**config.mk**
```make
export PLATFORM = sky130hd
export DESIGN_NAME = sdcmd_front
export DESIGN_NICKNAME = d
export VERILOG_FILES = /design/src/rtl/sdcmd_pkg.sv /design/src/rtl/sdcmd_decode.sv /design/src/rtl/sdcmd_bank_track.sv /design/src/rtl/sdcmd_front.sv
export SDC_FILE = /design/constraint.sdc
export NUM_CORES = 1
export LEC_CHECK = 0
export BUFFER_PORTS_ARGS = -buffer_cell sky130_fd_sc_hd__buf_4
export CAP_MARGIN = 20
export CORE_AREA = 2 2 77 116
export DETAILED_ROUTE_END_ITERATION = 8
export DIE_AREA = 0 0 79 118
export PLACE_DENSITY = 0.59
export SYNTH_ARGS = -nofsm -noshare
export SYNTH_HDL_FRONTEND = slang
export SYNTH_HIERARCHICAL = 1
export SYNTH_SLANG_ARGS = --single-unit
```
**constraint.sdc**
```tcl
create_clock -name clk -period 4.4 [get_ports clk]
set_input_delay 0.44 -clock clk [delete_from_list [all_inputs] [get_ports clk]]
set_output_delay 0.44 -clock clk [all_outputs]
set_load 0.1 [all_outputs]
```
**src/rtl/sdcmd_pkg.sv**
```systemverilog
package sdcmd_pkg;

  localparam int NUM_BANKS = 2;
  localparam int BANK_W    = 1;

  typedef enum logic [2:0] {
    CMD_NOP = 3'd0,
    CMD_ACT = 3'd1,
    CMD_RD  = 3'd2,
    CMD_WR  = 3'd3,
    CMD_PRE = 3'd4,
    CMD_REF = 3'd5,
    CMD_MRS = 3'd6
  } sd_cmd_e;

  function automatic sd_cmd_e strobes_to_cmd(input logic ras_n, input logic cas_n,
                                             input logic we_n);
    sd_cmd_e c;
    case ({ras_n, cas_n, we_n})
      3'b011:  c = CMD_ACT;
      3'b101:  c = CMD_RD;
      3'b100:  c = CMD_WR;
      3'b010:  c = CMD_PRE;
      3'b001:  c = CMD_REF;
      3'b000:  c = CMD_MRS;
      default: c = CMD_NOP;   // 111 idle, 110 burst stop: nothing to decode here
    endcase
    return c;
  endfunction

endpackage

```
**src/rtl/sdcmd_decode.sv**
```systemverilog
module sdcmd_decode
  import sdcmd_pkg::*;
#(
  parameter int ADDR_W   = 12,
  parameter int ROW_W    = 11,
  parameter int COL_W    = 10,
  parameter int AP_BIT   = 10,
  parameter int BANK_BIT = 11
) (
  input  logic              cke,
  input  logic              cs_n,
  input  logic              ras_n,
  input  logic              cas_n,
  input  logic              we_n,
  input  logic [ADDR_W-1:0] addr,
  output sd_cmd_e           cmd,
  output logic [BANK_W-1:0] bank,
  output logic [ROW_W-1:0]  row,
  output logic [COL_W-1:0]  col,
  output logic              a10
);

  always_comb begin
    if (cke && !cs_n) cmd = strobes_to_cmd(ras_n, cas_n, we_n);
    else              cmd = CMD_NOP;
    bank = addr[BANK_BIT];
    row  = addr[ROW_W-1:0];
    col  = addr[COL_W-1:0];
    a10  = addr[AP_BIT];
  end

endmodule

```
**src/rtl/sdcmd_bank_track.sv**
```systemverilog
module sdcmd_bank_track
  import sdcmd_pkg::*;
#(
  parameter int ROW_W = 11
) (
  input  logic                       clk,
  input  logic                       rst_n,
  input  sd_cmd_e                    cmd,
  input  logic [BANK_W-1:0]          bank,
  input  logic [ROW_W-1:0]           row,
  input  logic                       a10,
  output logic                       accept,
  output logic                       refuse,
  output logic [NUM_BANKS-1:0]       open_q,
  output logic [NUM_BANKS*ROW_W-1:0] row_q
);

  logic hit_open;
  logic is_access;

  always_comb begin
    hit_open  = open_q[bank];
    is_access = (cmd == CMD_RD) || (cmd == CMD_WR);
    refuse    = ((cmd == CMD_ACT) && hit_open) || (is_access && !hit_open);
    accept    = (cmd != CMD_NOP) && !refuse;
  end

  for (genvar g = 0; g < NUM_BANKS; g++) begin : g_bank
    logic             sel;
    logic             open_d;
    logic             upd_en;
    logic [ROW_W-1:0] row_d;

    always_comb begin
      sel    = (bank == BANK_W'(g));
      open_d = open_q[g];
      row_d  = row_q[g*ROW_W +: ROW_W];
      upd_en = 1'b0;
      if (accept) begin
        if (cmd == CMD_ACT && sel) begin
          open_d = 1'b1;
          row_d  = row;
          upd_en = 1'b1;
        end else if (is_access && sel && a10) begin
          open_d = 1'b0;
          upd_en = 1'b1;
        end else if (cmd == CMD_PRE && (a10 || sel)) begin
          open_d = 1'b0;
          upd_en = 1'b1;
        end
      end
    end

    always_ff @(posedge clk or negedge rst_n) begin
      if (!rst_n) begin
        open_q[g]                 <= 1'b0;
        row_q[g*ROW_W +: ROW_W]   <= '0;
      end else if (upd_en) begin
        open_q[g]                 <= open_d;
        row_q[g*ROW_W +: ROW_W]   <= row_d;
      end
    end
  end

endmodule

```
**src/rtl/sdcmd_front.sv**
```systemverilog
module sdcmd_front
  import sdcmd_pkg::*;
#(
  parameter int DATA_W   = 4,
  parameter int ADDR_W   = 12,
  parameter int ROW_W    = 11,
  parameter int AP_BIT   = 10,
  parameter int BANK_BIT = 11,
  localparam int COL_W   = (DATA_W == 16) ? 8 : (DATA_W == 8) ? 9 : 10
) (
  input  logic                       clk,
  input  logic                       rst_n,
  input  logic                       cke_i,
  input  logic                       cs_n_i,
  input  logic                       ras_n_i,
  input  logic                       cas_n_i,
  input  logic                       we_n_i,
  input  logic [ADDR_W-1:0]          addr_i,
  output logic                       cmd_vld_o,
  output logic [2:0]                 cmd_o,
  output logic                       err_o,
  output logic [BANK_W-1:0]          bank_o,
  output logic [ROW_W-1:0]           row_o,
  output logic [COL_W-1:0]           col_o,
  output logic                       auto_pre_o,
  output logic [NUM_BANKS-1:0]       pre_mask_o,
  output logic [NUM_BANKS-1:0]       open_o,
  output logic [NUM_BANKS*ROW_W-1:0] open_row_o
);

  // reset: asserted asynchronously, released on the clock
  logic [1:0] rst_sync_q;
  logic       rst_int_n;

  always_ff @(posedge clk or negedge rst_n) begin
    if (!rst_n) rst_sync_q <= 2'b00;
    else        rst_sync_q <= {rst_sync_q[0], 1'b1};
  end
  assign rst_int_n = rst_sync_q[1];

  sd_cmd_e             dec_cmd;
  logic [BANK_W-1:0]   dec_bank;
  logic [ROW_W-1:0]    dec_row;
  logic [COL_W-1:0]    dec_col;
  logic                dec_a10;
  logic                accept;
  logic                refuse;

  sdcmd_decode #(
    .ADDR_W(ADDR_W), .ROW_W(ROW_W), .COL_W(COL_W),
    .AP_BIT(AP_BIT), .BANK_BIT(BANK_BIT)
  ) u_decode (
    .cke(cke_i), .cs_n(cs_n_i), .ras_n(ras_n_i), .cas_n(cas_n_i), .we_n(we_n_i),
    .addr(addr_i), .cmd(dec_cmd), .bank(dec_bank), .row(dec_row),
    .col(dec_col), .a10(dec_a10)
  );

  sdcmd_bank_track #(.ROW_W(ROW_W)) u_track (
    .clk(clk), .rst_n(rst_int_n), .cmd(dec_cmd), .bank(dec_bank), .row(dec_row),
    .a10(dec_a10), .accept(accept), .refuse(refuse),
    .open_q(open_o), .row_q(open_row_o)
  );

  // output stage: next-state logic
  sd_cmd_e              cmd_d,  cmd_q;
  logic                 vld_d,  vld_q;
  logic                 err_d,  err_q;
  logic [BANK_W-1:0]    bank_d, bank_q;
  logic [ROW_W-1:0]     row_d,  row_q;
  logic [COL_W-1:0]     col_d,  col_q;
  logic                 ap_d,   ap_q;
  logic [NUM_BANKS-1:0] mask_d, mask_q;

  always_comb begin
    cmd_d  = CMD_NOP;
    vld_d  = 1'b0;
    err_d  = refuse;
    bank_d = '0;
    row_d  = '0;
    col_d  = '0;
    ap_d   = 1'b0;
    mask_d = '0;
    if (accept) begin
      cmd_d = dec_cmd;
      vld_d = 1'b1;
      case (dec_cmd)
        CMD_ACT: begin
          bank_d = dec_bank;
          row_d  = dec_row;
        end
        CMD_RD, CMD_WR: begin
          bank_d = dec_bank;
          col_d  = dec_col;
          ap_d   = dec_a10;
        end
        CMD_PRE: begin
          bank_d = dec_bank;
          if (dec_a10) mask_d = '1;
          else         mask_d[dec_bank] = 1'b1;
        end
        default: ;
      endcase
    end
  end

  // output stage: registers
  always_ff @(posedge clk or negedge rst_int_n) begin
    if (!rst_int_n) begin
      cmd_q  <= CMD_NOP;
      vld_q  <= 1'b0;
      err_q  <= 1'b0;
      bank_q <= '0;
      row_q  <= '0;
      col_q  <= '0;
      ap_q   <= 1'b0;
      mask_q <= '0;
    end else begin
      cmd_q  <= cmd_d;
      vld_q  <= vld_d;
      err_q  <= err_d;
      bank_q <= bank_d;
      row_q  <= row_d;
      col_q  <= col_d;
      ap_q   <= ap_d;
      mask_q <= mask_d;
    end
  end

  assign cmd_o      = cmd_q;
  assign cmd_vld_o  = vld_q;
  assign err_o      = err_q;
  assign bank_o     = bank_q;
  assign row_o      = row_q;
  assign col_o      = col_q;
  assign auto_pre_o = ap_q;
  assign pre_mask_o = mask_q;

endmodule

```
==> results of run 1 <==
## metal layers
| layer | global-route usage, % | part of all wire, % |
|---|---|---|
| met5 | 0 | 0 |
| met4 | 4.20 | 1.8 |
| met3 | 2.68 | 5.5 |
| met2 | 17.7 | 53 |
| met1 | 12.5 | 40 |
## placed cells by master, fill, tap and decap left out, types with 3 or more instances in the layout
master and n:
buf_4 75, mux2_4 10, nand2_1 3, and2_1 13, a211oi_1 3, mux2_2 12, clkbuf_16 5, nor2b_1 5
dfrtp_1 55, and2_4 10
## timing repair
action                    CTS  global route
hold buffers                1             0
hold endpoints to repair    2             0
setup buffers               0             0
## per-stage QoR
stage               util (%)  cell area [um2]
global placement        34.8             2900
detailed placement      34.8             2900
floorplan                  -             2420
global route            36.8             3060
finish                  36.8             3060
CTS                     36.8             3060
## layout make-up
type	count	area, um2
tap	107	134
fill	858	5260
sequential	56	1400
clock buffer	7	143
multi-input combinational	90	788
timing repair buffer	76	573
clock inverter	1	7.51
inverter	2	7.51
## worst max-delay path by stage
| stage | end | from | cells after the start |
|---|---|---|---|
| after floorplan | row_o[0] | we_n_i | 8 |
| after global placement | row_o[8] | cs_n_i | 7 |
| after detailed placement | row_o[0] | cs_n_i | 7 |
| after CTS | row_o[0] | cs_n_i | 7 |
| after global routing | row_o[5] | cs_n_i | 7 |
| final | row_o[0] | cs_n_i | 7 |
## registers in the layout, indices dropped and copies added (netlist names)
name,flops
cmd_o,3
cmd_vld_o,1
pre_mask_o,2
u_track/open_q,2
auto_pre_o,1
err_o,1
row_o,11
bank_o,1
rst_sync_q,2
col_o,10
u_track/row_q,22
## logic make-up after synthesis
family	after synthesis
other	1
and+or+nand+nor	54
muxes	24
AOI/OAI and AO/OA	11
buffers and inverters	31
DFF	56
## critical path, cell delays in order
cell and delay (ns):
buf_4 0.10, nand2b_1 0.15, o21ba_1 0.48, nor2b_1 0.22, a211o_1 0.24, and4bb_1 0.57, and2_4 0.23
## where the power goes
group          internal (mW)  switching [mW]
Clock                  0.227           0.174
Sequential             0.538          0.0135
Combinational         0.0663           0.207
Total                  0.831           0.394
==> impl_metrics.py, run 1 <==
metrics = {
    "timing": {
        "rsz0062_at_grt": "false",
        "finalCritPeriodShare_pct": 50.3,
        "fin_crit_ns": 2.21,
        "fmax_mhz": 452,
        "finalHoldViolations": 0,
        "timing.setup.tns_ns": 0,
        "fin_skew_ns": 0.00465,
        "worstMarginPinSlew_ns": 0.688,
        "slew_headroom_pct": 54.1,
        "maxSlewViolCount": 0,
        "whs_ns": 0.358,
        "setup_viol": 0,
        "setup_slack_ns": 2.19,
    },
    "grt": {
        "grt.total_usage_pct": 10.5,
        "overflow": 0,
        "grt_pass1_wl_mm": 7.51,
        "grt_pass1_vias": 1420,
        "grt_max_degree": 55,
        "antenna_found_initial": 0,
    },
    "finish": {
        "final_nets": 250,
        "instances_no_fill": 339,
        "diodes": 0,
        "drive_above_1_share_pct": 51.3,
        "syn_to_final_growth_pct": 26.1,
    },
    "worst_setup_path": {
        "path_class": "input pin to flip-flop",
        "required_ns": 4.63,
        "end_kind": "flip-flop",
        "r2r_start": "u_track/open_q[1]",
        "crit_path_start_kind": "input pin",
        "r2r-end": "row_o[0]",
        "arrival_ns": 2.44,
        "rr_worst_depth": 5,
        "critPathMaxFanout": 14,
        "reg2reg_slack_ns": 2.43,
    },
    "synthesis": {
        "synth_fp_nets": 196,
        "synth_top_family_by_area": "simple AND/OR/NAND/NOR gates",
        "synthArstFlopShare_pct": 100,
        "synthXorXnorAreaFrac_pct": 0,
        "syn_area_per_cell_um2": 13.7,
        "synth_top_area_share_pct": 57.8,
        "ys_ff_latch": 56,
        "synth_top_area_cell": "dfrtp_1",
        "synth_commonest_cells": "dfrtp_1 (56), buf_4 (23), and2_1 (13), mux2_2 (12)",
        "synth_fa_ha_area_share_pct": 0,
        "synth_compound_area_share_pct": 3.36,
        "ys_seq_area_share_pct": 57.8,
        "synth-simple-area-share_pct": 16.4,
        "synth_cells": 177,
        "synth.area.top_cells": "dfrtp_1 (58%), buf_4 (7.1%), mux2_4 (6.2%), mux2_2 (5.6%), and2_4 (3.6%)",
        "netlist_area_um2": 2420,
        "synth.distinct_cells": 38,
        "synthFlopType": "dfrtp_1",
        "synth-edff-count": 0,
        "yosysWarnings": 6,
        "yosysMostFrequentCell": "dfrtp_1",
        "yosys-mux-area-fraction_pct": 12.6,
    },
    "clock_tree": {
        "h-tree-depth": 2,
        "clk-insertion-delay-late_ns": 0.29,
        "cts_tree": "done",
        "cts_made_buffers": 5,
        "cts_resized": 0,
        "clkTransAtPathRegs_ns": 0.07,
        "clockBufferDepth": 2,
        "cts.sinks": 56,
        "cts-root-buf": "clkbuf_16",
    },
    "route": {
        "first_iter_violations": 19,
        "final_antenna_net_count": 0,
        "wl_per_cell_um": 14.1,
        "drtPass1Iterations": 4,
        "drc": 0,
        "vias": 1460,
        "routed_wl_mm": 4.80,
        "via_per_inst": 4.31,
    },
    "die": {
        "num_rows": 41,
        "ios": 73,
        "die_x_um": 79,
        "die_area_um2": 9320,
        "start_util_pct": 29.2,
        "die_h_um": 118,
        "fp.coreArea_um2": 8310,
    },
    "placed_design": {
        "dp_cells": 330,
        "dp_hpwl_mm": 3.38,
        "portBuffers": 72,
        "gp_congestion": 0.724,
        "place_ws_ns": 1.83,
    },
    "pwr": {
        "leakage_nw": 1.62,
        "ir_drop_uv": 182,
        "p_total_mw": 1.22,
        "power_density_nw_per_um2": 401,
    },
    "flow_run": {
        "drv_cap": 0,
    },
    "min_path": {
        "hold_class": "flip-flop to flip-flop",
        "hold_depth": 0,
        "hold_end": "rst_sync_q[1]",
        "worstHoldStart": "rst_sync_q[0]",
    },
    "run_status": {
        "outcome": "completed",
    },
}
Note: power is estimated with default switching activity, not from simulation.
==> run 2: changes to the inputs <==
--- a/config.mk
+++ b/config.mk
@@ -5,12 +5,13 @@
 export SDC_FILE = /design/constraint.sdc
 export NUM_CORES = 1
 export LEC_CHECK = 0
+export ABC_AREA = 1
 export BUFFER_PORTS_ARGS = -buffer_cell sky130_fd_sc_hd__buf_4
 export CAP_MARGIN = 20
 export CORE_AREA = 2 2 77 116
 export DETAILED_ROUTE_END_ITERATION = 8
 export DIE_AREA = 0 0 79 118
-export PLACE_DENSITY = 0.59
+export PLACE_DENSITY = 0.62
 export SYNTH_ARGS = -nofsm -noshare
 export SYNTH_HDL_FRONTEND = slang
 export SYNTH_HIERARCHICAL = 1
==> constraint.sdc (replaced) <==
create_clock -name clk -period 2 [get_ports clk]
set_input_delay 0.2 -clock clk [delete_from_list [all_inputs] [get_ports clk]]
set_output_delay 0.2 -clock clk [all_outputs]
set_load 0.1 [all_outputs]
==> run 2 against run 1 <==
- setup slack lost 1.8 ns
- combinational power rose to 4.6 times the previous value
- synthesized cell count grew 49%
- register-to-register slack worse by 2.0 ns
- core utilization up 0.96 points
- sequential power rose by 140%
- largest power group unchanged
- highest routed layer unchanged
==> impl_metrics.py, run 2 <==
metrics = {
    "clock_tree": {
        "h-tree-depth": 2,
        "cts_resized": 0,
        "cts_made_buffers": 5,
        "clkTransAtPathRegs_ns": 0.07,
        "cts_hold_repair.buffers": 1,
        "cts-root-buf": "clkbuf_16",
        "cts_tree": "done",
        "clockBufferDepth": 2,
        "post-cts-setup-buffers": 0,
        "cts.sinks": 56,
        "clk-insertion-delay-late_ns": 0.29,
    },
    "pwr": {
        "leakage_nw": 1.75,
        "ir_drop_uv": 465,
        "power_density_nw_per_um2": 1120,
        "p_total_mw": 3.52,
    },
    "synthesis": {
        "synth_top_area_share_pct": 56.9,
        "yosysWarnings": 6,
        "synth_commonest_cells": "nand2_1 (76), dfrtp_1 (56), buf_4 (27), nand4_1 (24), inv_1 (20)",
        "yosysMostFrequentCell": "nand2_1",
        "ys_ff_latch": 56,
        "synthFlopType": "dfrtp_1",
        "netlist_area_um2": 2460,
        "ys_seq_area_share_pct": 56.9,
        "synth.area.top_cells": "dfrtp_1 (57%), nand2_1 (12%), buf_4 (8.2%), nand4_1 (6.1%), inv_1 (3.0%)",
        "synth_top_area_cell": "dfrtp_1",
        "synth_cells": 264,
        "syn_area_per_cell_um2": 9.33,
        "synth_fp_nets": 283,
        "synth.distinct_cells": 21,
        "synth-edff-count": 0,
        "synthArstFlopShare_pct": 100,
    },
    "worst_setup_path": {
        "crit_path_start_kind": "input pin",
        "end_kind": "flip-flop",
        "path_class": "input pin to flip-flop",
        "r2r-end": "auto_pre_o",
        "critPathMaxFanout": 12,
        "rr_worst_depth": 7,
        "r2r_start": "u_track/open_q[1]",
        "crit_start": "ras_n_i",
        "reg2reg_slack_ns": 0.42,
        "required_ns": 2.20,
        "arrival_ns": 1.80,
    },
    "route": {
        "vias": 1835,
        "final_antenna_net_count": 0,
        "drc": 0,
        "first_iter_violations": 125,
        "wl_per_cell_um": 13.3,
        "via_per_inst": 4.31,
        "routed_wl_mm": 5.67,
        "drtPass1Iterations": 4,
    },
    "finish": {
        "diodes": 0,
        "regMostFlops": "u_track/row_q",
        "final_nets": 337,
        "final_common_cell": "buf_4",
        "largest_reg_flops": 22,
        "instances_no_fill": 426,
        "layout_common_cells": "buf_4 (79), nand2_1 (76), dfrtp_1 (53), nand4_1 (24), inv_1 (20)",
        "drive_above_1_share_pct": 35.4,
        "syn_to_final_growth_pct": 27.3,
    },
    "placed_design": {
        "dp_cells": 417,
        "portBuffers": 72,
        "dp_hpwl_mm": 4.37,
        "gp_congestion": 0.783,
    },
    "timing": {
        "rsz0062_at_grt": "false",
        "fin_crit_ns": 1.60,
        "timing.setup.tns_ns": 0,
        "finalHoldViolations": 0,
        "fin_skew_ns": 0.00374,
        "setup_viol": 0,
        "maxSlewViolCount": 0,
        "fmax_mhz": 623,
        "finalCritPeriodShare_pct": 80.2,
    },
    "run_status": {
        "outcome": "completed",
    },
    "grt": {
        "grt.total_usage_pct": 12.8,
        "grt_max_degree": 37,
        "grt_pass1_wl_mm": 9.21,
        "grt_pass1_vias": 1843,
        "overflow": 0,
        "antenna_found_initial": 0,
    },
    "flow_run": {
        "drv_cap": 0,
    },
    "min_path": {
        "hold_end": "row_o[4]",
        "worstHoldStart": "addr_i[4]",
        "hold_depth": 3,
        "hold_class": "input pin to flip-flop",
    },
    "die": {
        "ios": 73,
        "start_util_pct": 29.6,
        "die_h_um": 118,
        "die_x_um": 79,
        "num_rows": 41,
        "fp.coreArea_um2": 8310,
        "die_area_um2": 9320,
    },
}
-- run 2: cell type report --
| cell class | count | area, um2 |
|---|---|---|
| Sequential cell | 56 | 1410 |
| Multi-Input combinational cell | 151 | 723 |
| Fill cell | 872 | 5170 |
| Clock inverter | 2 | 35.0 |
| Clock buffer | 6 | 129 |
| Timing Repair Buffer | 81 | 623 |
| Tap cell | 107 | 134 |
| Inverter | 23 | 86.3 |
-- run 2: kinds of logic after synthesis --
group,after synthesis,synth area share [%]
flops,56,56.9
compound gates,6,1.37
simple gates,144,27.7
buf+inv,57,13.9
other cells,1,0.152
-- run 2: worst max-delay path by stage --
| stage | to |
|---|---|
| after floorplan | row_o[1] |
| after global placement | row_o[10] |
| after global routing | row_o[10] |
| after detailed placement | auto_pre_o |
| final | auto_pre_o |
| after CTS | auto_pre_o |
-- run 2: power by group --
group | internal [mW] | leakage, nW | switching (mW)
Sequential | 1.24 | 0.755 | 0.0684
Clock | 0.589 | 0.0808 | 0.372
Combinational | 0.239 | 0.915 | 1.02
Total | 2.07 | 1.75 | 1.46
-- run 2: metal layers --
| metal | share of wire, % | vias to the layer above | GRT usage (%) |
|---|---|---|---|
| met5 | 0 | - | 0 |
| met4 | 1.9 | 0 | 4.63 |
| met3 | 5.4 | 8 | 2.76 |
| met2 | 56 | 60 | 23.3 |
| met1 | 37 | 855 | 14.2 |
| li1 | - | 912 | - |
-- run 2: worst max-delay path, stage by stage --
cell,delay (ns)
buf_4,0.11
inv_1,0.07
nand2_2,0.06
nor3b_2,0.16
buf_4,0.16
nand2_1,0.09
nand3_2,0.10
nand2_4,0.10
inv_1,0.05
a21oi_1,0.20
nand2_1,0.29
nor3_1,0.23
-- run 2: through the flow --
step                      hold slack (ns)  worst slack [ns]  utilization [%]  area, um2
after CTS                           0.168             0.380             37.7       3140
after global routing                0.161             0.161             37.7       3140
after floorplan                   -0.0956            0.0759                -       2470
final                               0.169             0.395             37.7       3140
after detailed placement          -0.0135            0.0795             35.6       2960
after global placement            -0.0154             0.154             35.6       2960
